## src/rtl/opnd_agu_pkg.sv

```systemverilog
package opnd_agu_pkg;

  typedef struct packed {
    logic repl;
    logic widen;
  } fmt_mode_t;

endpackage

```

## src/rtl/agu_cfg_regs.sv

```systemverilog
module agu_cfg_regs
  import opnd_agu_pkg::*;
#(
  parameter int unsigned WORD_W  = 16,
  parameter int unsigned NUM_MOD = 4,
  parameter int unsigned SEL_W   = 2,
  parameter int unsigned CFG_AW  = 3
) (
  input  logic              clk,
  input  logic              rst_n,
  input  logic              cfg_we,
  input  logic [CFG_AW-1:0] cfg_addr,
  input  logic [WORD_W-1:0] cfg_wdata,
  input  logic [SEL_W-1:0]  mod_sel,
  output logic [WORD_W-1:0] stride_o,
  output logic              ptr_we_o,
  output fmt_mode_t         mode_o
);

  localparam logic [CFG_AW-1:0] PTR_IDX  = CFG_AW'(NUM_MOD);
  localparam logic [CFG_AW-1:0] MODE_IDX = CFG_AW'(NUM_MOD + 1);

  logic [WORD_W-1:0] mod_q [NUM_MOD];
  logic [WORD_W-1:0] mod_eff [NUM_MOD];
  fmt_mode_t         mode_q, mode_d;
  logic              mode_en;

  genvar k;
  generate
    for (k = 0; k < NUM_MOD; k++) begin : g_mod
      logic              en;
      logic [WORD_W-1:0] d;
      always_comb begin
        en         = cfg_we && (cfg_addr == CFG_AW'(k));
        d          = cfg_wdata;
        mod_eff[k] = en ? cfg_wdata : mod_q[k];
      end
      always_ff @(posedge clk or negedge rst_n) begin
        if (!rst_n)  mod_q[k] <= '0;
        else if (en) mod_q[k] <= d;
      end
    end
  endgenerate

  always_comb begin
    mode_en  = cfg_we && (cfg_addr == MODE_IDX);
    mode_d   = fmt_mode_t'(cfg_wdata[1:0]);
    mode_o   = mode_en ? mode_d : mode_q;
    ptr_we_o = cfg_we && (cfg_addr == PTR_IDX);
    stride_o = mod_eff[mod_sel];
  end

  always_ff @(posedge clk or negedge rst_n) begin
    if (!rst_n)       mode_q <= '0;
    else if (mode_en) mode_q <= mode_d;
  end

  // a same-cycle stride write is visible to the access
  p_stride_bypass_r5: assert property (@(posedge clk) disable iff (!rst_n)
    (cfg_we && (cfg_addr == CFG_AW'(mod_sel))) |-> (stride_o == cfg_wdata));

  // unused configuration addresses leave the mode untouched
  p_unused_cfg_r12: assert property (@(posedge clk) disable iff (!rst_n)
    (cfg_we && (cfg_addr > MODE_IDX)) |=> $stable(mode_q));

endmodule

```

## src/rtl/agu_ptr_unit.sv

```systemverilog
module agu_ptr_unit #(
  parameter int unsigned WORD_W = 16
) (
  input  logic              clk,
  input  logic              rst_n,
  input  logic              ptr_we,
  input  logic [WORD_W-1:0] ptr_wdata,
  input  logic              acc,
  input  logic [WORD_W-1:0] stride,
  output logic [WORD_W-1:0] addr_o
);

  logic [WORD_W-1:0] ptr_q, ptr_d, base;
  logic              ptr_en;

  always_comb begin
    base   = ptr_we ? ptr_wdata : ptr_q;
    ptr_d  = acc ? (base + stride) : base;
    ptr_en = ptr_we || acc;
    addr_o = base;
  end

  always_ff @(posedge clk or negedge rst_n) begin
    if (!rst_n)      ptr_q <= '0;
    else if (ptr_en) ptr_q <= ptr_d;
  end

  // post-update by the selected stride, wrapping
  p_post_update_r3: assert property (@(posedge clk) disable iff (!rst_n)
    acc |=> (ptr_q == WORD_W'($past(addr_o) + $past(stride))));

  // idle cycles hold the pointer
  p_hold_r4: assert property (@(posedge clk) disable iff (!rst_n)
    (!acc && !ptr_we) |=> $stable(ptr_q));

endmodule

```

## src/rtl/agu_fmt.sv

```systemverilog
module agu_fmt #(
  parameter int unsigned ELEM_W = 16,
  parameter int unsigned BYTE_W = 8,
  parameter int unsigned LANES  = 2
) (
  input  logic [LANES*ELEM_W-1:0] word_i,
  input  logic                    widen,
  input  logic                    repl,
  output logic [LANES*ELEM_W-1:0] opnd_o
);

  logic [ELEM_W-1:0] elem [LANES];

  genvar l;
  generate
    for (l = 0; l < LANES; l++) begin : g_lane
      logic [BYTE_W-1:0] nb;
      logic [ELEM_W-1:0] narrow, full;
      always_comb begin
        nb      = word_i[l*BYTE_W +: BYTE_W];
        narrow  = {{(ELEM_W-BYTE_W){nb[BYTE_W-1]}}, nb};
        full    = word_i[l*ELEM_W +: ELEM_W];
        elem[l] = widen ? narrow : full;
      end
      assign opnd_o[l*ELEM_W +: ELEM_W] = repl ? elem[0] : elem[l];
    end
  endgenerate

endmodule

```

## src/rtl/opnd_agu.sv

```systemverilog
module opnd_agu
  import opnd_agu_pkg::*;
#(
  parameter int unsigned WORD_W  = 16,
  parameter int unsigned NUM_MOD = 4,
  parameter int unsigned ELEM_W  = 16,
  parameter int unsigned BYTE_W  = 8,
  parameter int unsigned LANES   = 2
) (
  input  logic                               clk,
  input  logic                               rst_n,
  input  logic                               cfg_we,
  input  logic [$clog2(NUM_MOD+2)-1:0]       cfg_addr,
  input  logic [WORD_W-1:0]                  cfg_wdata,
  input  logic                               acc_req,
  input  logic                               acc_wr,
  input  logic [$clog2(NUM_MOD)-1:0]         acc_sel,
  input  logic [LANES*ELEM_W-1:0]            st_data,
  output logic [WORD_W-1:0]                  mem_addr,
  output logic                               mem_re,
  output logic                               mem_we,
  output logic [LANES*ELEM_W-1:0]            mem_wdata,
  input  logic [LANES*ELEM_W-1:0]            mem_rdata,
  output logic                               opnd_valid,
  output logic [LANES*ELEM_W-1:0]            opnd_data
);

  localparam int unsigned SEL_W  = $clog2(NUM_MOD);
  localparam int unsigned CFG_AW = $clog2(NUM_MOD + 2);
  localparam int unsigned DATA_W = LANES * ELEM_W;

  logic [WORD_W-1:0] stride;
  logic              ptr_we;
  fmt_mode_t         mode_eff;

  agu_cfg_regs #(
    .WORD_W (WORD_W),
    .NUM_MOD(NUM_MOD),
    .SEL_W  (SEL_W),
    .CFG_AW (CFG_AW)
  ) u_cfg (
    .clk      (clk),
    .rst_n    (rst_n),
    .cfg_we   (cfg_we),
    .cfg_addr (cfg_addr),
    .cfg_wdata(cfg_wdata),
    .mod_sel  (acc_sel),
    .stride_o (stride),
    .ptr_we_o (ptr_we),
    .mode_o   (mode_eff)
  );

  agu_ptr_unit #(.WORD_W(WORD_W)) u_ptr (
    .clk      (clk),
    .rst_n    (rst_n),
    .ptr_we   (ptr_we),
    .ptr_wdata(cfg_wdata),
    .acc      (acc_req),
    .stride   (stride),
    .addr_o   (mem_addr)
  );

  // read-return tracking
  logic      rd_pend_q, rd_pend_d;
  fmt_mode_t rd_mode_q, rd_mode_d;
  logic      rd_mode_en;

  always_comb begin
    mem_re     = acc_req && !acc_wr;
    mem_we     = acc_req && acc_wr;
    mem_wdata  = st_data;
    rd_pend_d  = mem_re;
    rd_mode_en = mem_re;
    rd_mode_d  = mode_eff;
  end

  always_ff @(posedge clk or negedge rst_n) begin
    if (!rst_n) begin
      rd_pend_q <= 1'b0;
      rd_mode_q <= '0;
    end else begin
      rd_pend_q <= rd_pend_d;
      if (rd_mode_en) rd_mode_q <= rd_mode_d;
    end
  end

  agu_fmt #(
    .ELEM_W(ELEM_W),
    .BYTE_W(BYTE_W),
    .LANES (LANES)
  ) u_fmt (
    .word_i(mem_rdata),
    .widen (rd_mode_q.widen),
    .repl  (rd_mode_q.repl),
    .opnd_o(opnd_data)
  );

  assign opnd_valid = rd_pend_q;

  // strobes are exclusive
  p_strobe_excl_r2: assert property (@(posedge clk) disable iff (!rst_n)
    !(mem_re && mem_we));

  // each read yields a valid operand in the next cycle
  p_rd_valid_r6: assert property (@(posedge clk) disable iff (!rst_n)
    mem_re |=> opnd_valid);

  // a store yields no operand
  p_wr_no_opnd_r11: assert property (@(posedge clk) disable iff (!rst_n)
    mem_we |=> !opnd_valid);

  // replication puts equal lanes out
  p_repl_lanes_r9: assert property (@(posedge clk) disable iff (!rst_n)
    (opnd_valid && rd_mode_q.repl) |->
      (opnd_data[DATA_W-1 -: ELEM_W] == opnd_data[ELEM_W-1:0]));

  // widened lane 0 carries its byte's sign in the upper bits
  p_widen_sign_r8: assert property (@(posedge clk) disable iff (!rst_n)
    (opnd_valid && rd_mode_q.widen) |->
      (opnd_data[ELEM_W-1:BYTE_W] == {(ELEM_W-BYTE_W){opnd_data[BYTE_W-1]}}));

endmodule

```

## config.mk

```make
export PLATFORM = sky130hd
export DESIGN_NAME = opnd_agu
export DESIGN_NICKNAME = d
export VERILOG_FILES = /design/src/rtl/opnd_agu_pkg.sv /design/src/rtl/agu_cfg_regs.sv /design/src/rtl/agu_ptr_unit.sv /design/src/rtl/agu_fmt.sv /design/src/rtl/opnd_agu.sv
export SDC_FILE = /design/constraint.sdc
export NUM_CORES = 1
export LEC_CHECK = 0
export ABC_CLOCK_PERIOD_IN_PS = 4100
export BUFFER_PORTS_ARGS = -buffer_cell sky130_fd_sc_hd__buf_2
export CAP_MARGIN = 40
export CORE_UTILIZATION = 30
export DETAILED_ROUTE_END_ITERATION = 6
export PLACE_DENSITY_LB_ADDON = 0.1
export REMOVE_ABC_BUFFERS = 1
export SLEW_MARGIN = 20
export SYNTH_ARGS = -nofsm -noshare
export SYNTH_HDL_FRONTEND = slang
export SYNTH_SLANG_ARGS = --single-unit
```

## constraint.sdc

```tcl
create_clock -name clk -period 4.1 [get_ports clk]
set_input_delay 0.82 -clock clk [delete_from_list [all_inputs] [get_ports clk]]
set_output_delay 0.82 -clock clk [all_outputs]
set_load 0.03 [all_outputs]
```

Yosys cells after proc, flatten, opt, wreduce, memory -nomap -nowiden
Cells that the tools add are included.
Operators by class
  muxes and demuxes: 13
  order comparisons: 1
  reductions and logical operators: 11
  eq/ne operators: 5
  add/subtract/negate cells: 1
  bitwise gates (word level): 1
Operators by type and width (number)
  two-way mux 16 bit: 11
  binary-select mux 16 bit (select 2 bit): 1
  adder 16 bit: 1
  logical AND 1 bit: 8
  equality test 3 x 2 -> 1 bit (second input constant): 2
  equality test 3 bit (second input constant): 2
  equality test 3 x 1 -> 1 bit (second input constant): 1
  >= comparator 3 bit (second input constant): 1
  zero test 3 bit: 1
  NOT 2 -> 3 bit: 1
  two-way mux 2 bit: 1
  zero test 1 bit: 1
  logical OR 1 bit: 1
Storage, ports and cells
  bits in registers: 85
  word-level logic and storage cells: 42
  output and inout bits: 83

Logic depth before layout (Yosys ltp)
Gate-level depths: netlist of the first run.
  depth after elaboration: 8
  mapped depth: 13
  gate-level depth less buffers: 11

By module
A second synthesis of the first run with hierarchy kept.
Second synthesis, totals
  cells, all modules: 501
  area total of the unflattened synthesis: 5486.5 um2
Modules (own cells, without submodules)
  agu_cfg_regs: instances 1, cells each 204, area each 2955.3 um2
  agu_ptr_unit: instances 1, cells each 187, area each 1644.1 um2
  agu_fmt: instances 1, cells each 71, area each 520.5 um2
  opnd_agu: instances 1, cells each 39, area each 366.6 um2

Worst setup path after synthesis of the first run
Ideal clock, no wire load.
  kind: input to register
  start: input port cfg_addr[2]
  end: register u_ptr.ptr_q[12]
  arrival: 4.069 ns
  setup slack: -0.105 ns
  cell stages on the path: 12
  cells stage by stage: nor4b_4 > clkbuf_1 > mux2_2 > mux4_2 > ha_1 > fa_1 > a21o_1 > a21oi_1 > o211ai_1 > a41oi_1 > xor2_1 > a21oi_1
RTL lines
  start: declaration: RTL line opnd_agu.sv:13  | input logic [$clog2(NUM_MOD+2)-1:0] cfg_addr,
  end signal: assignment: RTL line agu_ptr_unit.sv:25  | else if (ptr_en) ptr_q <= ptr_d;
  end: declaration: RTL line agu_ptr_unit.sv:13  | logic [WORD_W-1:0] ptr_q, ptr_d, base;

==> results.yml, run 1 <==
place:
  placed_cells: 745
  portBuffers: 108
  gp_congestion: 0.833
  hpwl_mm: 11.0
power:
  p_switching_mw: 1.51
  comb_power_share: 0.488
  power_per_cell_area_nw_per_um2: 647
  p_int_mw: 2.49
  leakage_nw: 2.84
  clkPwrFrac: 0.226
  seqPwrFrac: 0.286
  ir_drop_mv: 0.241
  p_sw_frac: 0.378
route:
  wl_per_cell_um: 18.9
  dr_total_vias: 3692
  drtIter0Drc: 151
  dr.pass1.iters: 4
  drcViolationCount: 0
  antenna_left: 0
  routed_wirelength_mm: 14.4
  vias_per_cell: 4.86
grt:
  grt_max_degree: 54
  grt_pass1_vias: 3913
  antenna_found_initial: 0
  grt_pass1_wl_mm: 22.8
  track_usage: 0.170
  grt_overflow: 0
critical_path:
  critPathSlowestCell: "mux4_2"
  crit_path_frequent_cell: "a21oi_1"
  cp.required_ns: 4.31
  rrSetupSlack_ns: 1.01
  slowest_delay_ns: 0.49
  crit_type: "in2reg"
  path_max_fanout: 6
  cp-end-kind: "register"
  arrival_ns: 4.05
  crit_chain: "buf_2, nor4bb_4, mux2_2, mux4_2, ha_1, fa_1, a21o_1, a21oi_1, o211ai_1, a41oi_1, xor2_1, a21oi_1"
  cp-start-kind: "input port"
  reg2regPathDepth: 10
floorplanning:
  core_sq_um: 16600
  die_y_um: 132
  num_rows: 47
  die_area_sq_um: 17500
  die_x_um: 132
  initial_utilization: 0.308
  ios: 173
synthesis:
  yosysTopAreaCellShare: 0.417
  syn-instance-count: 443
  seq_area_frac_synth: 0.417
  yosys_warnings: 0
  ys_top_cells_by_area: "dfrtp_1, mux2_2, mux4_2"
  yosysUniqueCellTypes: 44
  synthTopCellsByCount: "dfrtp_1, mux2_2, buf_4"
  syn_area_per_cell_sq_um: 11.5
  synthFlopType: "dfrtp_1"
  synth_most_common_cell: "dfrtp_1"
  ys_seq_elements: 85
  netlist_area_sq_um: 5100
  synth_edf_count: 0
  synth_area_leader_cell: "dfrtp_1"
  async_reset_ff_frac: 1.00
timing:
  hold_viol: 0
  drv_slew: 0
  clock_skew_ns: 0.00519
  setup_viol_count_final: 0
  fmax_mhz: 261
  rsz0062_at_grt: "false"
  finalCriticalPeriod_ns: 3.84
  relSlewSlack: 0.508
  fin_crit_sh: 0.936
  worstMarginPinSlew_ns: 0.738
clock_network:
  cts_hold_buf: 0
  clkTransAtPathRegs_ns: 0.06
  cts.sink_count: 85
  clock_latency_ns: 0.34
  root_buffer: "clkbuf_16"
  clock_path_buffers: 2
  cts_tree: "done"
  post_cts_buffers: 0
  cts.repair.resized: 0
  cts_buffers: 9
  h-tree-depth: 3
run_status:
  status: "finished clean"
layout:
  nFillCells: 1650
  finish.utilization: 0.373
  drive_above_1_share: 0.485
  diodes: 0
  final_cell_count_no_fill: 760
  final_nets: 644
  syn2layout_area_growth_pct: 21.3
flow_run:
  max-cap-violations: 0
worst_hold_path:
  hold_depth: 1
  min_path_type: "reg2reg"
==> per-layer routing <==
metal | up-vias | GRT usage | wire (um)
met2 | 127 | 0.256 | 6430
met1 | 1815 | 0.227 | 6740
li1 | 1733 | - | -
met3 | 15 | 0.0531 | 962
met4 | 2 | 0.0568 | 191
met5 | - | 0.0306 | 28
==> through the flow <==
| step | area [sq um] | TNS, ns | setup slack (ns) | hold slack, ns | power [mW] |
|---|---|---|---|---|---|
| 3_5_place_dp | 5850 | -0.137 | -0.0847 | 0.481 | 3.13 |
| 5_1_grt | 6190 | 0 | 0.0682 | 0.509 | 4.28 |
| 3_3_place_gp | 5850 | -0.0113 | -0.0113 | 0.474 | 3.12 |
| 2_1_floorplan | 4710 | -9.43 | -1.01 | 0.466 | 2.50 |
| 4_1_cts | 6190 | 0 | 0.263 | 0.494 | 4.06 |
| 6_report | 6190 | 0 | 0.262 | 0.491 | 4.00 |
==> critical path, delay by kind of cell <==
| kind | cells | cell delay (ns) |
|---|---|---|
| adder cells (fa/ha/maj) | 2 | 0.64 |
| multiplexers | 2 | 0.88 |
| XOR/XNOR | 1 | 0.18 |
| buffers and inverters | 1 | 0.15 |
| AND/OR/NAND/NOR | 1 | 0.37 |
| AO/OA/AOI/OAI | 5 | 1.00 |
==> power by group through the flow <==
stage / clock network [mW] / registers [mW] / logic [mW]
finish: 0.905 / 1.14 / 1.96
global route: 0.962 / 1.17 / 2.15
CTS: 0.933 / 1.15 / 1.98
detailed placement: 0 / 1.16 / 1.97
global placement: 0 / 1.15 / 1.97
floorplan: 0 / 1.13 / 1.37
==> state kept, by name, summed over array words and instances (netlist names) <==
signal / cells
u_cfg.mod_q: 64
rd_mode_q: 2
u_cfg.mode_q: 2
opnd_valid: 1
u_ptr.ptr_q: 16
==> logic make-up (layout without fill, tap and decap cells) <==
family          count (synthesis)  count (layout)  share of synthesized area
mux                           108             108                      0.273
buf+inv                        73             170                     0.0851
fa+ha+maj                      18              18                     0.0456
simple gates                   70              70                     0.0692
xor+xnor                       12              12                     0.0206
compound gates                 77              77                     0.0898
flops                          85              85                      0.417
==> area by class of cell <==
| class | instances | area (sq um) | share of cell area |
|---|---|---|---|
| Clock inverter | 3 | 67.6 | 0.0109 |
| Multi-Input combinational cell | 285 | 2550 | 0.413 |
| Inverter | 13 | 48.8 | 0.00789 |
| Tap cell | 220 | 275 | 0.0445 |
| Sequential cell | 85 | 2130 | 0.344 |
| Clock buffer | 12 | 267 | 0.0431 |
| Timing Repair Buffer | 142 | 848 | 0.137 |
==> cell usage in the layout, fill, tap and decap left out, types with 7 or more instances in the layout <==
master / instances
ha_1: 17
nand2_1: 29
nor2_1: 22
o21ai_0: 23
buf_4: 31
mux2_2: 83
dfrtp_1: 85
buf_2: 107
xor2_1: 7
inv_1: 13
a21oi_1: 24
clkbuf_16: 9
mux2i_1: 8
mux4_2: 16
a31oi_1: 8
==> final timing paths <==
check | from | endpoint
setup / recovery | cfg_addr[2] | u_ptr.ptr_q[12]
hold / removal | u_cfg.mod_q[15] | u_cfg.mod_q[15]
setup reg to reg | u_cfg.mod_q[0] | u_ptr.ptr_q[12]
hold reg to reg | u_cfg.mod_q[15] | u_cfg.mod_q[15]
max in group asynchronous | rst_n | u_cfg.mod_q[3]
min in group asynchronous | rst_n | u_cfg.mod_q[12]
(Power assumes the default switching activity.)
==> run 2: changes to the inputs <==
- ABC_CLOCK_PERIOD_IN_PS: 4100 -> 4700
- clock period: 4.1 -> 4.7 ns (I/O delays scaled with it)
==> results.yml, run 2 (synthesized netlist as in run 1, its figures left out) <==
route:
  dr.pass1.iters: 6
  drcViolationCount: 0
  dr_total_vias: 3601
  routed_wirelength_mm: 14.0
  vias_per_cell: 4.87
  drtIter0Drc: 118
  antenna_left: 0
  wl_per_cell_um: 18.9
grt:
  grt_pass1_wl_mm: 22.0
  grt_pass1_vias: 3758
  track_usage: 0.167
  antenna_found_initial: 1
  grt_max_degree: 44
  grt_overflow: 0
floorplanning:
  ios: 173
  initial_utilization: 0.308
  die_y_um: 132
  die_area_sq_um: 17500
  num_rows: 47
  core_sq_um: 16600
  die_x_um: 132
timing:
  setup_ws_ns: 0.582
  finalCriticalPeriod_ns: 4.12
  worstMarginPinSlew_ns: 0.763
  hold_viol: 0
  fmax_mhz: 243
  setup_viol_count_final: 0
  clock_skew_ns: 0.00540
  drv_slew: 0
  fin_crit_sh: 0.876
  rsz0062_at_grt: "false"
  relSlewSlack: 0.491
  finalSetupTns_ns: 0
layout:
  postLayoutCellArea_sq_um: 5930
  largest_register: "u_cfg.mod_q"
  final_nets: 622
  mostFrequentLayoutCells: "buf_2, dfrtp_1, mux2_2"
  largestRegisters: "u_cfg.mod_q (64), u_ptr.ptr_q (16)"
  largest_reg_flops: 64
  layout_commonest_cell: "buf_2"
  nFillCells: 1698
  diodes: 0
  syn2layout_area_growth_pct: 16.2
  drive_above_1_share: 0.455
power:
  leakage_nw: 2.69
  ir_drop_mv: 0.199
  power_per_cell_area_nw_per_um2: 555
run_status:
  status: "finished clean"
clock_network:
  post_cts_buffers: 0
  cts.sink_count: 85
  cts.repair.resized: 0
  cts_hold_buf: 0
  h-tree-depth: 3
  clock_path_buffers: 2
  clkTransAtPathRegs_ns: 0.06
  cts_tree: "done"
  root_buffer: "clkbuf_16"
  cts_buffers: 9
  clock_latency_ns: 0.35
place:
  portBuffers: 108
  gp_congestion: 0.840
  post-place-ws_ns: 0.206
  hpwl_mm: 10.5
  placed_area_sq_um: 5640
critical_path:
  cp-start-kind: "input port"
  path_max_fanout: 9
  cp_top_family: "compound AO/OA/AOI/OAI gates"
  slowest_delay_ns: 0.50
  cp-end-kind: "register"
  arrival_ns: 4.32
  crit_chain: "buf_2, nor4bb_4, buf_4, mux2_2, mux4_2, fa_1, a21o_1, a21oi_1, o211ai_1, a41oi_1, xor2_1, a21oi_1"
  path_buf_inv: 2
  critPathSlowestCell: "mux4_2"
  crit_path_frequent_cell: "a21oi_1"
  cp.required_ns: 4.90
  crit_type: "in2reg"
flow_run:
  max-cap-violations: 0
worst_hold_path:
  min_path_type: "reg2reg"
-- run 2: worst paths after layout --
check	startpoint	to	slack, ns	cells after the start
min in group asynchronous	rst_n	u_cfg.mod_q[60]	0.59	1
max	cfg_addr[2]	u_ptr.ptr_q[12]	0.58	12
max in group asynchronous	rst_n	u_cfg.mod_q[52]	3.11	2
min	u_cfg.mod_q[46]	u_cfg.mod_q[46]	0.49	1
max reg2reg	u_cfg.mod_q[16]	u_ptr.ptr_q[12]	1.53	10
min reg2reg	u_cfg.mod_q[46]	u_cfg.mod_q[46]	0.49	1
-- run 2: per-stage QoR --
stage | cells | util | hold slack (ns) | power [mW]
floorplan | 383 | - | 0.466 | 2.18
global placement | 723 | 0.340 | 0.477 | 2.61
detailed placement | 723 | 0.340 | 0.481 | 2.61
CTS | 739 | 0.357 | 0.495 | 3.33
global route | 739 | 0.357 | 0.504 | 3.54
finish | 739 | 0.357 | 0.492 | 3.29
-- run 2: area by class of cell --
cell class	instances	area, sq um	area share
multi-input cells	285	2550	0.431
flip-flops and latches	85	2130	0.359
repair buffers	120	633	0.107
well taps	220	275	0.0465
clock buffers	15	258	0.0435
inverters	13	48.8	0.00823
clock inverters	1	30.0	0.00507
-- run 2: power by group --
part           total, mW  internal [mW]  switching (mW)
Combinational       1.59          0.657           0.930
Clock              0.706          0.428           0.278
Sequential         0.994          0.929          0.0651
Total               3.29           2.01            1.27
-- run 2: worst reg2reg max path, cell delays in order, from the launching register on --
cell,delay [ns]
dfrtp_1,0.36
mux2_2,0.27
mux4_2,0.48
ha_1,0.25
fa_1,0.42
a21o_1,0.17
a21oi_1,0.31
o211ai_1,0.24
a41oi_1,0.28
xor2_1,0.16
a21oi_1,0.08
-- run 2: routing by layer --
layer	wire length, um	part of all wire	vias up	track usage
li1	-	-	1690	-
met1	6750	0.48	1745	0.230
met2	5820	0.42	136	0.233
met3	1110	0.080	26	0.0684
met4	246	0.018	4	0.0549
met5	42	0.0030	-	0.0306
==> run 3: changes to the inputs <==
- CORE_MARGIN: unset -> 3
==> results.yml, run 3 (synthesized netlist as in run 1, its figures left out) <==
timing:
  worstMarginPinSlew_ns: 0.736
  relSlewSlack: 0.509
  hold_ws_ns: 0.494
  clock_skew_ns: 0.00600
  fmax_mhz: 245
  setup_ws_ns: 0.610
  drv_slew: 0
  finalCriticalPeriod_ns: 4.09
  fin_crit_sh: 0.870
  hold_viol: 0
  setup_viol_count_final: 0
  rsz0062_at_grt: "false"
layout:
  mostFrequentLayoutCells: "buf_2, dfrtp_1, mux2_2"
  postLayoutCellArea_sq_um: 5920
  layout_commonest_cell: "buf_2"
  largest_register: "u_cfg.mod_q"
  syn2layout_area_growth_pct: 16.0
  largestRegisters: "u_cfg.mod_q (64), u_ptr.ptr_q (16)"
  final_nets: 622
  drive_above_1_share: 0.462
  diodes: 0
  largest_reg_flops: 64
clock_network:
  cts_hold_buf: 0
  cts_tree: "done"
  cts_buffers: 9
  root_buffer: "clkbuf_16"
  h-tree-depth: 3
  clock_latency_ns: 0.34
  clock_path_buffers: 2
  cts.sink_count: 85
  post_cts_buffers: 0
  clkTransAtPathRegs_ns: 0.06
  cts.repair.resized: 0
floorplanning:
  die_y_um: 136
  core_sq_um: 16600
  die_x_um: 136
  die_area_sq_um: 18600
  ios: 173
  initial_utilization: 0.308
  num_rows: 47
critical_path:
  crit_path_frequent_cell: "a21oi_1"
  crit_chain: "buf_2, nor4bb_4, buf_4, mux2_2, mux4_2, fa_1, a21o_1, a21oi_1, o211ai_1, a41oi_1, xor2_1, a21oi_1"
  arrival_ns: 4.29
  cp-start-kind: "input port"
  crit_type: "in2reg"
  slowest_delay_ns: 0.51
  cp.required_ns: 4.90
  path_buf_inv: 2
  cp-end-kind: "register"
  path_max_fanout: 8
  cp_top_family: "compound AO/OA/AOI/OAI gates"
  critPathSlowestCell: "mux4_2"
route:
  drcViolationCount: 0
  vias_per_cell: 4.92
  routed_wirelength_mm: 14.3
  dr.max_layer_used: "met4"
  wl_met1_mm: 6.78
  wl_per_cell_um: 19.3
  wl_met3_mm: 1.21
  dr.pass1.iters: 4
  dr_total_vias: 3635
  route.met2.wl_mm: 6.14
  drtIter0Drc: 158
  antenna_left: 0
place:
  hpwl_mm: 10.8
  portBuffers: 108
  placed_area_sq_um: 5640
  gp_congestion: 0.768
  post-place-ws_ns: 0.240
grt:
  grt_pass1_vias: 3694
  antenna_found_initial: 0
  grt_pass1_wl_mm: 22.1
  grt_max_degree: 53
  grt_overflow: 0
  track_usage: 0.158
run_status:
  status: "finished clean"
power:
  leakage_nw: 2.69
  power_per_cell_area_nw_per_um2: 551
  p_total_mw: 3.26
  ir_drop_mv: 0.229
flow_run:
  max-cap-violations: 0
worst_hold_path:
  min_path_type: "reg2reg"
run 3: cell types whose count changed in the layout (fill, tap and decap cells not counted), sizes merged:
cell / before / now
bufinv: 1 / 0
clkbuf: 15 / 12
clkinv: 0 / 3
clkinvlp: 0 / 1
run 3: per-layer routing:
layer	up-vias	global-route usage
met3	9	0.0566
met2	132	0.229
met1	1795	0.220
met5	-	0.0194
met4	0	0.0482
li1	1699	-
run 3: final timing paths:
kind	to	slack, ns	from	depth (start not counted)
max in group asynchronous	u_cfg.mod_q[40]	3.14	rst_n	2
hold / removal	u_cfg.mod_q[52]	0.49	u_cfg.mod_q[52]	1
hold reg to reg	u_cfg.mod_q[52]	0.49	u_cfg.mod_q[52]	1
setup reg to reg	u_ptr.ptr_q[12]	1.56	u_cfg.mod_q[0]	10
min in group asynchronous	u_cfg.mod_q[12]	0.64	rst_n	1
setup / recovery	u_ptr.ptr_q[12]	0.61	cfg_we	12
run 3: layout make-up:
type | instances | area (sq um)
Tap cell | 220 | 275
Clock inverter | 4 | 22.5
Fill cell | 1726 | 10700
Timing Repair Buffer | 120 | 633
Multi-Input combinational cell | 285 | 2550
Clock buffer | 12 | 256
Inverter | 13 | 48.8
Sequential cell | 85 | 2130
run 3: metrics by stage:
| step | TNS [ns] | instances | utilization |
|---|---|---|---|
| 6_report | 0 | 739 | 0.357 |
| 5_1_grt | 0 | 739 | 0.357 |
| 3_3_place_gp | 0 | 723 | 0.340 |
| 4_1_cts | 0 | 739 | 0.357 |
| 2_1_floorplan | -2.95 | 383 | - |
| 3_5_place_dp | 0 | 723 | 0.340 |
run 3: worst register-to-register path, cell delays in order, from the launching register on:
cell      delay (ns)
dfrtp_1         0.35
mux2_2          0.27
mux4_2          0.48
ha_1            0.24
fa_1            0.42
a21o_1          0.18
a21oi_1         0.29
o211ai_1        0.24
a41oi_1         0.29
xor2_1          0.17
a21oi_1         0.08
run 3: report_power, final:
part           switching (mW)  leakage (nW)  total, mW  internal (mW)
registers              0.0640          1.01      0.992          0.928
clock network           0.286         0.138      0.670          0.384
logic                   0.944          1.54       1.60          0.655
